[src/rtl/pkt_pkg.sv]
package pkt_pkg;
  localparam int SMP_W   = 14;
  localparam int CHN_W   = 7;
  localparam int BRD_W   = 2;
  localparam int EVTF_W  = 8;
  localparam int WORD_W  = 32;

  function automatic logic in_window(input logic [SMP_W-1:0] s,
                                     input logic [SMP_W-1:0] lo,
                                     input logic [SMP_W-1:0] hi);
    return (s > lo) && (s < hi);
  endfunction

  function automatic logic [WORD_W-1:0] make_word(input logic [EVTF_W-1:0] evt,
                                                  input logic [BRD_W-1:0]  brd,
                                                  input logic              tag,
                                                  input logic [CHN_W-1:0]  chn,
                                                  input logic [SMP_W-1:0]  s);
    return {evt, brd, tag, chn, s};
  endfunction
endpackage

[src/rtl/pkt_lane.sv]
module pkt_lane
  import pkt_pkg::*;
#(
  parameter int LANE = 0
) (
  input  logic              clk,
  input  logic              rst_n,
  input  logic              stb,
  input  logic [SMP_W-1:0]  smp,
  input  logic [CHN_W-1:0]  chn,
  input  logic              tag,
  input  logic [EVTF_W-1:0] evt,
  input  logic [SMP_W-1:0]  lo,
  input  logic [SMP_W-1:0]  hi,
  input  logic              grant,
  output logic              pending,
  output logic [WORD_W-1:0] word,
  output logic              busy_drop
);
  logic accept;
  logic load;

  assign accept    = stb && in_window(smp, lo, hi);
  assign load      = accept && (!pending || grant);
  assign busy_drop = accept && pending && !grant;

  always_ff @(posedge clk) begin
    if (!rst_n) begin
      pending <= 1'b0;
      word    <= '0;
    end else if (load) begin
      pending <= 1'b1;
      word    <= make_word(evt, BRD_W'(LANE), tag, chn, smp);
    end else if (grant) begin
      pending <= 1'b0;
    end
  end

  // a rejected sample never fills an empty holding register
  a_r2_reject_no_load: assert property (@(posedge clk) disable iff (!rst_n)
    (stb && !in_window(smp, lo, hi) && !pending) |=> !pending);
  // a busy lane keeps its waiting word
  a_r9_busy_keeps_word: assert property (@(posedge clk) disable iff (!rst_n)
    busy_drop |=> (pending && $stable(word)));
endmodule

[src/rtl/pkt_arbiter.sv]
module pkt_arbiter #(
  parameter int N     = 4,
  localparam int IW   = (N > 1) ? $clog2(N) : 1
) (
  input  logic         clk,
  input  logic         rst_n,
  input  logic [N-1:0] req,
  output logic [N-1:0] grant,
  output logic [IW-1:0] gnt_idx,
  output logic         any_grant
);
  logic [IW-1:0] last;

  always_comb begin
    logic found;
    found   = 1'b0;
    grant   = '0;
    gnt_idx = '0;
    for (int off = 1; off <= N; off++) begin
      int cand;
      cand = int'(last) + off;
      if (cand >= N) cand = cand - N;
      if (!found && req[cand]) begin
        found       = 1'b1;
        grant[cand] = 1'b1;
        gnt_idx     = IW'(cand);
      end
    end
    any_grant = found;
  end

  always_ff @(posedge clk) begin
    if (!rst_n) last <= IW'(N - 1);
    else if (any_grant) last <= gnt_idx;
  end

  // at most one grant, only to a requester
  a_r3_onehot_grant: assert property (@(posedge clk) disable iff (!rst_n)
    $onehot0(grant) && ((grant & ~req) == '0));
  // a pending request is never left without a grant
  a_r3_work_conserving: assert property (@(posedge clk) disable iff (!rst_n)
    (req != '0) |-> any_grant);
endmodule

[src/rtl/pkt_fifo.sv]
module pkt_fifo #(
  parameter int W      = 32,
  parameter int DEPTH  = 16,
  localparam int AW    = (DEPTH > 1) ? $clog2(DEPTH) : 1,
  localparam int CW    = $clog2(DEPTH + 1)
) (
  input  logic          clk,
  input  logic          rst_n,
  input  logic          push,
  input  logic [W-1:0]  din,
  input  logic          pop,
  output logic [W-1:0]  dout,
  output logic [CW-1:0] count,
  output logic          full
);
  logic [W-1:0]  mem [DEPTH];
  logic [AW-1:0] wp, rp;
  logic          push_ok, pop_ok;

  assign full    = (count == CW'(DEPTH));
  assign push_ok = push && !full;
  assign pop_ok  = pop && (count != '0);
  assign dout    = mem[rp];

  function automatic logic [AW-1:0] bump(input logic [AW-1:0] p);
    return (p == AW'(DEPTH - 1)) ? '0 : p + 1'b1;
  endfunction

  always_ff @(posedge clk) begin
    if (push_ok) mem[wp] <= din;
  end

  always_ff @(posedge clk) begin
    if (!rst_n) begin
      wp    <= '0;
      rp    <= '0;
      count <= '0;
    end else begin
      if (push_ok) wp <= bump(wp);
      if (pop_ok)  rp <= bump(rp);
      count <= count + CW'(push_ok) - CW'(pop_ok);
    end
  end

  // the count never exceeds capacity
  a_r4_count_bound: assert property (@(posedge clk) disable iff (!rst_n)
    count <= CW'(DEPTH));
  // popping an empty FIFO without a push leaves it empty
  a_r8_empty_pop: assert property (@(posedge clk) disable iff (!rst_n)
    (count == '0 && pop && !push) |=> (count == '0));
endmodule

[src/rtl/adc_event_packer.sv]
module adc_event_packer
  import pkt_pkg::*;
#(
  parameter int NUM_CH     = 4,
  parameter int FIFO_DEPTH = 16,
  parameter int EVT_IN_W   = 16,
  localparam int CNT_W     = $clog2(FIFO_DEPTH + 1),
  localparam int IW        = (NUM_CH > 1) ? $clog2(NUM_CH) : 1
) (
  input  logic                      clk,
  input  logic                      rst_n,
  input  logic [NUM_CH-1:0]         smp_stb,
  input  logic [NUM_CH*SMP_W-1:0]   smp_data,
  input  logic [CHN_W-1:0]          chan_idx,
  input  logic                      et_tag,
  input  logic [EVT_IN_W-1:0]       evt_num,
  input  logic [SMP_W-1:0]          lim_lo,
  input  logic [SMP_W-1:0]          lim_hi,
  input  logic [CNT_W-1:0]          irq_thresh,
  input  logic                      ovf_clr,
  input  logic                      rd_pop,
  output logic [WORD_W-1:0]         rd_data,
  output logic [CNT_W-1:0]          fill_count,
  output logic                      irq,
  output logic                      ovf_flag
);
  logic [NUM_CH-1:0] pend, grant, busy_drop;
  logic [WORD_W-1:0] lane_word [NUM_CH];
  logic [IW-1:0]     gnt_idx;
  logic              any_grant;
  logic              fifo_full;
  logic              full_drop;
  logic              loss;

  for (genvar i = 0; i < NUM_CH; i++) begin : g_lane
    pkt_lane #(.LANE(i)) u_lane (
      .clk       (clk),
      .rst_n     (rst_n),
      .stb       (smp_stb[i]),
      .smp       (smp_data[i*SMP_W +: SMP_W]),
      .chn       (chan_idx),
      .tag       (et_tag),
      .evt       (evt_num[EVTF_W-1:0]),
      .lo        (lim_lo),
      .hi        (lim_hi),
      .grant     (grant[i]),
      .pending   (pend[i]),
      .word      (lane_word[i]),
      .busy_drop (busy_drop[i])
    );
  end

  pkt_arbiter #(.N(NUM_CH)) u_arb (
    .clk       (clk),
    .rst_n     (rst_n),
    .req       (pend),
    .grant     (grant),
    .gnt_idx   (gnt_idx),
    .any_grant (any_grant)
  );

  pkt_fifo #(.W(WORD_W), .DEPTH(FIFO_DEPTH)) u_fifo (
    .clk   (clk),
    .rst_n (rst_n),
    .push  (any_grant),
    .din   (lane_word[gnt_idx]),
    .pop   (rd_pop),
    .dout  (rd_data),
    .count (fill_count),
    .full  (fifo_full)
  );

  assign full_drop = any_grant && fifo_full;
  assign loss      = full_drop || (busy_drop != '0);
  assign irq       = fill_count > irq_thresh;

  always_ff @(posedge clk) begin
    if (!rst_n)        ovf_flag <= 1'b0;
    else if (loss)     ovf_flag <= 1'b1;
    else if (ovf_clr)  ovf_flag <= 1'b0;
  end

  // a word lost to a full FIFO raises the flag and keeps the count
  a_r5_full_drop: assert property (@(posedge clk) disable iff (!rst_n)
    full_drop && !rd_pop |=> ovf_flag && (fill_count == CNT_W'(FIFO_DEPTH)));
  // the flag is sticky without a clear
  a_r6_ovf_sticky: assert property (@(posedge clk) disable iff (!rst_n)
    (ovf_flag && !ovf_clr) |=> ovf_flag);
  // a busy-lane drop raises the flag
  a_r9_busy_flag: assert property (@(posedge clk) disable iff (!rst_n)
    (busy_drop != '0) |=> ovf_flag);
  // the interrupt falls with the count dropping to the threshold
  a_r7_irq_falls: assert property (@(posedge clk) disable iff (!rst_n)
    ($past(irq) && fill_count <= irq_thresh && $stable(irq_thresh)) |-> !irq);
endmodule

[config.mk]
export PLATFORM = sky130hd
export DESIGN_NAME = adc_event_packer
export DESIGN_NICKNAME = d
export VERILOG_FILES = /design/src/rtl/pkt_pkg.sv /design/src/rtl/pkt_lane.sv /design/src/rtl/pkt_arbiter.sv /design/src/rtl/pkt_fifo.sv /design/src/rtl/adc_event_packer.sv
export SDC_FILE = /design/constraint.sdc
export NUM_CORES = 1
export LEC_CHECK = 0
export BUFFER_PORTS_ARGS = -buffer_cell sky130_fd_sc_hd__buf_2
export CAP_MARGIN = 20
export CORE_MARGIN = 2
export CORE_UTILIZATION = 50
export CTS_CLUSTER_DIAMETER = 120
export DETAILED_ROUTE_END_ITERATION = 8
export GPL_TIMING_DRIVEN = 0
export HOLD_SLACK_MARGIN = 0.06
export PLACE_DENSITY_LB_ADDON = 0.1
export SLEW_MARGIN = 25
export SYNTH_ARGS = -nofsm -noshare
export SYNTH_HDL_FRONTEND = slang
export SYNTH_SLANG_ARGS = --single-unit
[constraint.sdc]
create_clock -name clk -period 3.77 [get_ports clk]
set_input_delay 0.1885 -clock clk [delete_from_list [all_inputs] [get_ports clk]]
set_output_delay 0.1885 -clock clk [all_outputs]
set_load 0.02 [all_outputs]
==> impl_results.md, run 1 <==
* Outcome: completed
* Critical path launch point type: flip-flop
* Pre-antenna DRT Iters at 5
* Die Ht at 245 um
* # rows at 88
* Period utilization at approximately 97%
* Clock Skew at roughly 0.015 ns
* Syn Area/Cell at 16.8 um2
* Synth Flop Type: edfxtp_1
* Final worst setup slack at about 0.12 ns
* Critical path, cell by cell: clkbuf_1 -> clkbuf_1 -> mux4_2 -> mux4_2 -> buf_2
* CTS tree: yes
* Antenna Violating Nets Remaining at 0
* Die Width at between 200 and 250 um
* Hold WS at just over 0.1 ns
* Critical Path RT at 3.58 ns
* Worst Setup Path Type: flip-flop to output port
* Data arrival, critical path at around 3.5 ns
* Setup slack at placement at -0.885 ns
* Clk_lat worst skew at around 0.6 ns
* PwrDens at about 580 mW/mm2
* Most frequent cells in the layout: edfxtp_1 (512), mux4_2 (162), buf_2 (159)
* Gate Count Post-Synth at between 1500 and 2000
* Count of final max-slew check failures at 0
* Max-cap violation count at 0
* Final HPWL DP at 50700 um
* Die ar. at approximately 0.06 mm2
* TNS Setup at 0 ns
* Yosys warning count at 0
* Final nets at 2341
* DRT iter0 DRCs at between 1000 and 1500
* Critical Path End Type: output port
* Core area at about 0.058 mm2
* Htree depth at 3
* Synth cell types at 53
* Max IR drop VDD at ~0.32 mV
* Clk root buf: clkbuf_16
* Number of global-route vias before repair at roughly 17000
* Vias per cell at approximately 5.8
* Wire length of the first global-routing pass at 107000 um
* Seq cells post-synth at between 600 and 700
* Mapped cell area at 0.0290 mm2
* FFs w/ async S/R, synth at 0%
* Post-synth EDFFs at 512
* Initial antenna violation count at 2
* Clock-pin slew on the worst setup and hold paths at ~0.060 ns
* Crit-path max cell delay at ~0.77 ns
* Total grt overflow at 0
* Initial Util at between 50% and 60%
* Final setup viols at 0
* Post-Syn Nets at 1981
* Sequential fraction of the synthesis area at between 60% and 70%
* HP Class: input pin to flip-flop
* Max_slew headroom at between 30% and 40%
* IO Count at 160
* Final RePlAce weighted congestion at between 0.8 and 0.9
* Worst slew pin tran at approximately 0.99 ns
* Fmax at roughly 270 MHz
* Via Count at 16700
* Most common cell after layout, fill and taps aside: edfxtp_1
* Slowest cell on crit path: clkbuf_1
* Largest net degree at the start of global routing at 18
* Port bufs at 150
* Pwr Total at a little over 20000 uW
* DRC viols at 0
* Clock sink count at between 600 and 700
* DRT Wirelength at 71900 um
* GRT Overall Usage at 24.4%
* Crit Path Max Fanout at 10
* Routed len/inst at around 25 um
* Layout cells sized above 1 at between 20% and 30%
* Leak pwr at roughly 0.013 uW
* Tmin final at 3.65 ns
* CTS max path bufs at 3
* Final hold vios at 0
* CTS Buf Count at 68
* Area grow syn2layout at 22.8%
==> per-layer routing <==
layer	vias to the layer above	wire length, um	GRT usage [%]
li1	7510	-	-
met1	8526	29100	31.4
met2	525	36500	41.7
met3	159	3670	3.51
met4	2	2660	10.0
met5	-	13	0
==> synth_stat cells, drive strengths merged (26+ instances only) <==
library cell | instances | share of area (%)
nand2 | 33 | 0.43
nor2b | 129 | 2.8
clkbuf | 38 | 0.49
o21ai | 26 | 0.45
a21oi | 50 | 0.86
mux2i | 214 | 7.4
nor2 | 29 | 0.37
edfxtp | 512 | 53
buf | 42 | 1.1
mux4 | 162 | 13
inv | 57 | 0.74
ha | 132 | 5.7
dfxtp | 147 | 10
==> repair_timing <==
action,CTS,global route
setup buffers,7,23
setup endpoints to repair,544,499
hold buffers,75,0
pin swaps,0,2
hold endpoints to repair,122,0
resized for setup,62,52
==> worst max-delay path: cells and delay by family, from the launching register on <==
family	cells	cell delay, ns
muxes	2	0.95
DFF	1	0.35
buffers and inverters	3	1.56
==> where the power goes <==
group	internal (uW)	switching [uW]	leakage [uW]
clock	3590	2720	0.00101
combinational	2690	3100	0.00590
sequential	8430	161	0.00572
total	14700	5980	0.0126
==> final timing paths <==
path / endpoint / slack, ns / from / cells after the start
worst max-delay path: rd_data[31] / 0.12 / flip-flop / 5
worst min register to register: g_lane[2].u_lane.word[23]$_SDFFE_PN0P_ / 0.47 / g_lane[2].u_lane.word[23]$_SDFFE_PN0P_ / 2
worst max register to register: u_fifo.mem[0][16]$_DFFE_PP_ / 0.21 / u_arb.last[0]$_SDFFE_PN1P_ / 14
worst min-delay path: g_lane[3].u_lane.word[5]$_SDFFE_PN0P_ / 0.10 / rst_n / 2
==> state kept, by name, summed over array words and instances (netlist names), named ones only <==
signal	flops
u_fifo.count	5
u_arb.last	2
g_lane.u_lane.word	123
u_fifo.wp	4
g_lane.u_lane.pending	4
ovf_flag	1
u_fifo.mem	512
u_fifo.rp	4
==> area by class of cell <==
| class | instances | area, um2 |
|---|---|---|
| Antenna cell | 1 | 2.50 |
| Timing Repair Buffer | 290 | 2790 |
| Fill cell | 4217 | 22000 |
| Tap cell | 765 | 957 |
| Buffer | 80 | 558 |
| Sequential cell | 659 | 18300 |
| Clock inverter | 34 | 240 |
| Multi-Input combinational cell | 931 | 10700 |
| Clock buffer | 87 | 1840 |
| Inverter | 57 | 218 |
==> through the flow <==
stage / cell area [um2] / std cells / util [%]
after floorplan: 29000 / 1727 / -
after global placement: 30800 / 2642 / 53.4
after detailed placement: 31700 / 2677 / 55.0
after CTS: 35000 / 2880 / 60.8
after global routing: 35600 / 2904 / 61.9
final: 35600 / 2904 / 61.9
==> cell families (layout without fill, tap and decap cells) <==
logic type / Yosys count / in the layout / share of synthesized area [%]
buf+inv: 137 / 548 / 2.32
other cells: 0 / 1 / 0
flops: 659 / 659 / 63.1
fa+ha+maj: 133 / 133 / 5.76
simple gates: 281 / 281 / 5.64
mux: 376 / 376 / 19.9
xor+xnor: 7 / 7 / 0.211
compound gates: 134 / 134 / 3.02
No activity file was read; power rests on OpenSTA's default activity.
==> run 2, diff against run 1 <==
--- a/config.mk
+++ b/config.mk
@@ -13,6 +13,7 @@
 export DETAILED_ROUTE_END_ITERATION = 8
 export GPL_TIMING_DRIVEN = 0
 export HOLD_SLACK_MARGIN = 0.06
+export MAX_ROUTING_LAYER = met4
 export PLACE_DENSITY_LB_ADDON = 0.1
 export SLEW_MARGIN = 25
 export SYNTH_ARGS = -nofsm -noshare
==> run 2 against run 1 <==
- global-route usage increased by 0.68 points
- routed wire length grew 0.13%
- die area unchanged
- clock power increased by 2%
- cell count grew 0.17%
- maximum frequency grew 0.89%
- clock skew up 0.018 ns
- critical path depth up 9
- sequential power about the same
- sequential share of layout area is 0.10 points lower
==> impl_results.md, run 2 (synthesized netlist as in run 1, its figures left out) <==
* CTS max path bufs at 3 (unchanged)
* Critical Path RT at 4.11 ns (+0.53 ns)
* Final RePlAce weighted congestion at 0.873 (+1.4%)
* Met2 usage in global routing at 42.1% (+0.45 points)
* Worst slew pin tran at 0.982 ns (-0.0129 ns)
* Setup slack at placement at -0.747 ns (+0.138 ns)
* Clock-pin slew on the worst setup and hold paths at 0.06 ns (about the same)
* Area grow syn2layout at 23.0%
* Finished Core Util at 62.0% (+0.12 points)
* Antenna Violating Nets Remaining at 0 (unchanged)
* Fill cell count at 4128 (-2.1%)
* Max-cap violation count at 0 (unchanged)
* Port bufs at 150 (unchanged)
* # rows at 88 (unchanged)
* Final setup viols at 0 (unchanged)
* Routed len/inst at 24.8 um (about the same)
* Data arrival, critical path at 3.95 ns (+0.49 ns)
* TNS Setup at 0 ns (unchanged)
* Most frequent cells in the layout: edfxtp_1 (512), mux4_2 (162), buf_2 (160)
* Die Width at 245 um (unchanged)
* GR Util met1 at 31.3% (-0.051 points)
* Clock Skew at 0.0336 ns (+0.0181 ns)
* Core area at 0.0576 mm2 (unchanged)
* Most common cell after layout, fill and taps aside: edfxtp_1
* Vias per cell at 5.70 (-1.0%)
* Via Count at 16600 (-0.84%)
* Number of global-route vias before repair at 17300 (-1.1%)
* Leak pwr at 0.0127 uW (+0.82%)
* Met3 Use GR at 3.52% (+0.011 points)
* Initial antenna violation count at 3 (+1)
* Max IR drop VDD at 0.371 mV (+15%)
* Die ar. at 0.0600 mm2 (unchanged)
* Flop-to-flop setup slack at 0.16 ns (-0.05 ns)
* Largest net degree at the start of global routing at 18 (unchanged)
* DRT Wirelength at 72000 um (+0.13%)
* Critical Path End Type: flip-flop
* Total grt overflow at 0 (unchanged)
* DRC viols at 0 (unchanged)
* Clock sink count at 659 (unchanged)
* Tmin final at 3.61 ns (-0.0321 ns)
* Final nets at 2342 (+0.043%)
* HP Class: input pin to flip-flop
* CTS Buf Count at 68 (unchanged)
* Count of final max-slew check failures at 0 (unchanged)
* Pwr Total at 20800 uW (+0.54%)
* Wire length of the first global-routing pass at 107000 um (-0.48%)
* Die Ht at 245 um (unchanged)
* Initial Util at 50.4% (unchanged)
* Critical path launch point type: flip-flop
* Fmax at 277 MHz (+0.89%)
* GRT Overall Usage at 25.1% (+0.68 points)
* Pre-antenna DRT Iters at 5 (unchanged)
* DRT iter0 DRCs at 1156 (-2.4%)
* Period utilization at 95.9% (-0.85 points)
* Outcome: completed
* IO Count at 160 (unchanged)
* Max_slew headroom at 34.6% (+1.4 points)
* Largest register FFs at 512 (unchanged)
* Most flops, register: u_fifo.mem
* Top flop regs: u_fifo.mem: 512 flops, g_lane.u_lane.word: 123 flops, u_fifo.count: 5 flops
* Final hold vios at 0 (unchanged)
* PwrDens at 583 mW/mm2 (+0.34%)
* CTS tree: yes
* Layout cells sized above 1 at 29.0% (+0.22 points)
* Clk root buf: clkbuf_16
* Area of the multi-input gates at 0.0107 mm2 (-0.12%)
* Crit Path Max Fanout at 16 (+6)
* Gr busiest metal: met2
* Final worst setup slack at 0.155 ns (+0.0321 ns)
* Htree depth at 3 (unchanged)
* Clk_lat worst skew at 0.60 ns (about the same)
* Register area at 0.0183 mm2 (unchanged)
* Worst Setup Path Type: flip-flop to flip-flop
* Final HPWL DP at 51800 um (+2.2%)
==> run 2: cell types whose count changed in the layout (fill, tap and decap cells not counted), sizes merged, moves of 2 or more <==
cell | previous run | this run
bufinv | 2 | 4
clkbuf | 125 | 120
clkinv | 25 | 27
diode | 1 | 5
==> run 2: timing repair <==
item	CTS	global route
pin swaps	0	2
hold buffers	74	0
endpoints found under the hold margin	122	0
gates resized for setup	55	41
gates cloned	0	2
setup buffers	3	24
endpoints found under the setup margin	539	499
==> run 2: area by class of cell <==
cell class                 instances  area share (%)
inverter                          57           0.610
buffer                            80            1.52
multi-input combinational        932            30.0
tap                              765            2.68
antenna                            5          0.0350
clock inverter                    40           0.985
clock buffer                      81            5.00
timing repair buffer             290            7.87
sequential                       659            51.3
==> run 2: worst paths after layout <==
path                                                              from                                endpoint  cells past startpoint
worst max-delay path                        u_arb.last[0]$_SDFFE_PN1P_             u_fifo.mem[0][24]$_DFFE_PP_                     14
worst min-delay path                                             rst_n   g_lane[3].u_lane.pending$_SDFFE_PN0P_                      2
worst max register to register              u_arb.last[0]$_SDFFE_PN1P_             u_fifo.mem[0][24]$_DFFE_PP_                     14
worst min register to register  g_lane[2].u_lane.word[23]$_SDFFE_PN0P_  g_lane[2].u_lane.word[23]$_SDFFE_PN0P_                      2
==> run 2: layer usage <==
layer  wire, um  vias up
met4       2160        0
li1           -     7533
met3       3430      132
met2      37000      453
met1      29400     8464
met5          0        -
==> run 2: power by group <==
part           internal, uW  switching [uW]
sequential             8430             160
clock                  3690            2760
combinational          2670            3100
total                 14800            6020
==> run 2: metrics by stage <==
| step | hold WS, ns | instances | cell area, um2 |
|---|---|---|---|
| after floorplan | 0.355 | 1727 | 29000 |
| after global placement | 0.448 | 2642 | 30800 |
| after detailed placement | 0.459 | 2680 | 31800 |
| after CTS | 0.121 | 2878 | 35100 |
| after global routing | 0.159 | 2907 | 35700 |
| final | 0.167 | 2909 | 35700 |
==> run 2: critical path, stage by stage, from the launching register on <==
cell and delay [ns]:
dfxtp_2 0.42, clkbuf_4 0.26, clkinvlp_4 0.15, ha_1 0.29
buf_2 0.20, nor2_1 0.07, a221oi_2 0.36, nor3_4 0.11
o21a_1 0.19, o31ai_2 0.26, buf_2 0.25, buf_6 0.22
mux2i_2 0.32, mux2i_4 0.12, buf_12 0.16
==> run 3, diff against run 2 <==
--- a/config.mk
+++ b/config.mk
@@ -7,10 +7,13 @@
 export LEC_CHECK = 0
 export BUFFER_PORTS_ARGS = -buffer_cell sky130_fd_sc_hd__buf_2
 export CAP_MARGIN = 20
+export CELL_PAD_IN_SITES_DETAIL_PLACEMENT = 1
+export CELL_PAD_IN_SITES_GLOBAL_PLACEMENT = 1
 export CORE_MARGIN = 2
-export CORE_UTILIZATION = 50
+export CORE_UTILIZATION = 46
 export CTS_CLUSTER_DIAMETER = 120
 export DETAILED_ROUTE_END_ITERATION = 8
+export GPL_ROUTABILITY_DRIVEN = 0
 export GPL_TIMING_DRIVEN = 0
 export HOLD_SLACK_MARGIN = 0.06
 export MAX_ROUTING_LAYER = met4
==> run 3 against run 2 <==
- critical path depth fell by 9
- die area rose by 8.6%
- clock skew fell by 0.0091 ns
- non-clock buffer count rose by 3
- highest routed layer unchanged
==> impl_results.md, run 3 (synthesized netlist as in run 1, its figures left out) <==
* Outcome: completed
* TNS Setup at 0 ns (unchanged)
* Most flops, register: u_fifo.mem
* Most frequent cells in the layout: edfxtp_1 (512), mux4_2 (162), buf_2 (160)
* Buf+Inv Stages, Crit Path at 3 (-3)
* Tmin final at 3.67 ns (+0.0531 ns)
* Critical Path End Type: output port
* Crit Path Max Fanout at 10 (-6)
* Final setup viols at 0 (unchanged)
* Htree depth at 3 (unchanged)
* Clock-pin slew on the worst setup and hold paths at 0.06 ns (about the same)
* Crit-path leading delay family: buffers and inverters
* Data arrival, critical path at 3.48 ns (-0.47 ns)
* Port bufs at 150 (unchanged)
* Worst r2r path cells at 14 (unchanged)
* Initial antenna violation count at 4 (+1)
* Flop-to-flop setup slack at 0.15 ns (about the same)
* Critical Path RT at 3.58 ns (-0.53 ns)
* HP Class: input pin to flip-flop
* Antenna Violating Nets Remaining at 0 (unchanged)
* Max-cap violation count at 0 (unchanged)
* Count of final max-slew check failures at 0 (unchanged)
* Critical path launch point type: flip-flop
* Pre-antenna DRT Iters at 5 (unchanged)
* Worst slew pin tran at 0.979 ns (-0.00258 ns)
* Pwr Total at 21600 uW (+3.9%)
* Routed len/inst at 26.0 um (+5.1%)
* Final nets at 2347 (+0.21%)
* Clock Skew at 0.0245 ns (-0.00912 ns)
* Total grt overflow at 0 (unchanged)
* DRT iter0 DRCs at 1034 (-11%)
* RSZ-0062 raised after global routing: yes
* Layout cells sized above 1 at 29.3% (+0.36 points)
* Slowest cell on crit path: buf_1
* Final Instance Area at 0.0361 mm2 (+1.1%)
* PwrDens at 598 mW/mm2 (+2.7%)
* Hold_sp: rst_n
* Period utilization at 97.3% (+1.4 points)
* RR Startpoint: u_arb.last[0]$_SDFFE_PN1P_
* CTS tree: yes
* Most common cell after layout, fill and taps aside: edfxtp_1
* Wire length of the first global-routing pass at 115000 um (+8.2%)
* Vias per cell at 5.62 (-1.5%)
* Largest register FFs at 512 (unchanged)
* Top flop regs: u_fifo.mem: 512 flops, g_lane.u_lane.word: 123 flops, u_fifo.count: 5 flops
* Die ar. at 0.0651 mm2 (+8.6%)
* Hold path depth at 2 (unchanged)
* Max IR drop VDD at 0.305 mV (-18%)
* Final HPWL DP at 54700 um (+5.7%)
* DRT Wirelength at 77900 um (+8.2%)
* GRT Overall Usage at 25.3% (+0.20 points)
* Final hold vios at 0 (unchanged)
* Max_slew headroom at 33.8% (-0.75 points)
* Leak pwr at 0.0128 uW (+0.47%)
* IO Count at 160 (unchanged)
* Number of global-route vias before repair at 18200 (+5.2%)
* Clk root buf: clkbuf_16
* Area grow syn2layout at 24.4%
* # rows at 92 (+4.5%)
* Die Width at 255 um (+4.2%)
* Critical path, cell by cell: clkbuf_1 -> buf_1 -> mux4_2 -> mux4_2 -> buf_2
* Largest net degree at the start of global routing at 18 (unchanged)
* Most used cell, CP: mux4_2
* Clock sink count at 659 (unchanged)
* DRC viols at 0 (unchanged)
* Fmax at 273 MHz (-1.4%)
* Hold endpoint: g_lane[2].u_lane.word[20]$_SDFFE_PN0P_
* Worst Setup Path Type: flip-flop to output port
* Via Count at 16800 (+1.5%)
* CTS Buf Count at 71 (+4.4%)
* Placed cell areas at 0.0318 mm2 (about the same)
* Clk_lat worst skew at 0.61 ns (about the same)
* Initial Util at 46.3% (-4.1 points)
* Reg-to-reg endpoint: u_fifo.mem[12][5]$_DFFE_PP_
* CTS max path bufs at 3 (unchanged)
* Die Ht at 255 um (+4.2%)
* Finished Core Util at 57.5% (-4.5 points)
* Core area at 0.0627 mm2 (+8.9%)
* Crit-path max cell delay at 0.75 ns (+0.33 ns)
## run 3: cell types whose count changed in the layout (fill, tap and decap cells not counted), moves of 3 or more
cell,before,now
buf_6,23,17
clkinv_2,17,8
clkinv_1,6,13
mux2i_2,25,35
clkbuf_1,41,44
buf_4,9,14
clkbuf_16,68,76
bufinv_16,4,8
inv_6,5,2
buf_12,23,33
mux2i_1,157,145
buf_16,23,18
clkbuf_8,3,0
## run 3: worst reg2reg max path: stages (launching register included)
cell        delay, ns
dfxtp_2          0.42
buf_4            0.23
clkinvlp_4       0.14
ha_1             0.29
buf_2            0.22
nor2_1           0.08
a221oi_2         0.37
nor3_4           0.10
o21a_1           0.18
o31ai_1          0.23
buf_4            0.28
buf_6            0.22
mux2i_1          0.31
mux2i_4          0.11
buf_12           0.16
## run 3: stage by stage
step / setup slack, ns / std cells / hold slack [ns]
after floorplan: 0.361 / 1727 / 0.355
after CTS: 0.00156 / 2968 / 0.0783
after global routing: -0.0451 / 2996 / 0.0767
after global placement: -1.62 / 2723 / 0.447
final: 0.102 / 2996 / 0.0612
after detailed placement: -0.810 / 2756 / 0.455
## run 3: layer usage
layer / share of wire [%] / track usage [%] / up-vias / wire [um]
met5: 0 / - / - / 0
met4: 2.6 / 7.95 / 0 / 2040
met1: 41 / 31.8 / 8758 / 32300
li1: - / - / 7536 / -
met3: 4.4 / 3.28 / 108 / 3450
met2: 52 / 42.8 / 428 / 40200
## run 3: where the power goes
| part | switching [uW] | internal, uW |
|---|---|---|
| logic | 3200 | 2760 |
| registers | 170 | 8430 |
| clock network | 2820 | 4220 |
## run 3: how the worst max path moves through the flow
stage                                     from                      endpoint  cells past startpoint
CTS                 u_arb.last[0]$_SDFFE_PN1P_  u_fifo.mem[11][19]$_DFFE_PP_                     13
detailed placement  u_arb.last[0]$_SDFFE_PN1P_   u_fifo.mem[5][10]$_DFFE_PP_                     10
floorplan           u_arb.last[0]$_SDFFE_PN1P_   u_fifo.mem[0][21]$_DFFE_PP_                     13
finish                               flip-flop                    rd_data[2]                      5
global route        u_arb.last[0]$_SDFFE_PN1P_   u_fifo.mem[12][5]$_DFFE_PP_                     14
global placement    u_fifo.count[2]$_SDFF_PN0_   u_fifo.mem[7][13]$_DFFE_PP_                      5
## run 3: layout make-up
class                      instances  area, um2
antenna                            3       7.51
inverter                          57        218
timing repair buffer             293       2840
clock inverter                    38        404
multi-input combinational        931      10700
clock buffer                      89       1950
buffer                            80        552
tap                              846       1060
fill                            5709      26600
sequential                       659      18300
## run 3: timing repair
| item | in CTS | in global routing |
|---|---|---|
| buffers inserted | 11 | 25 |
| endpoints found under the setup margin | 544 | 514 |
| gates resized for setup | 62 | 56 |
| hold endpoints to repair | 123 | 0 |
| pin swaps | 0 | 2 |
| hold buffers | 74 | 0 |
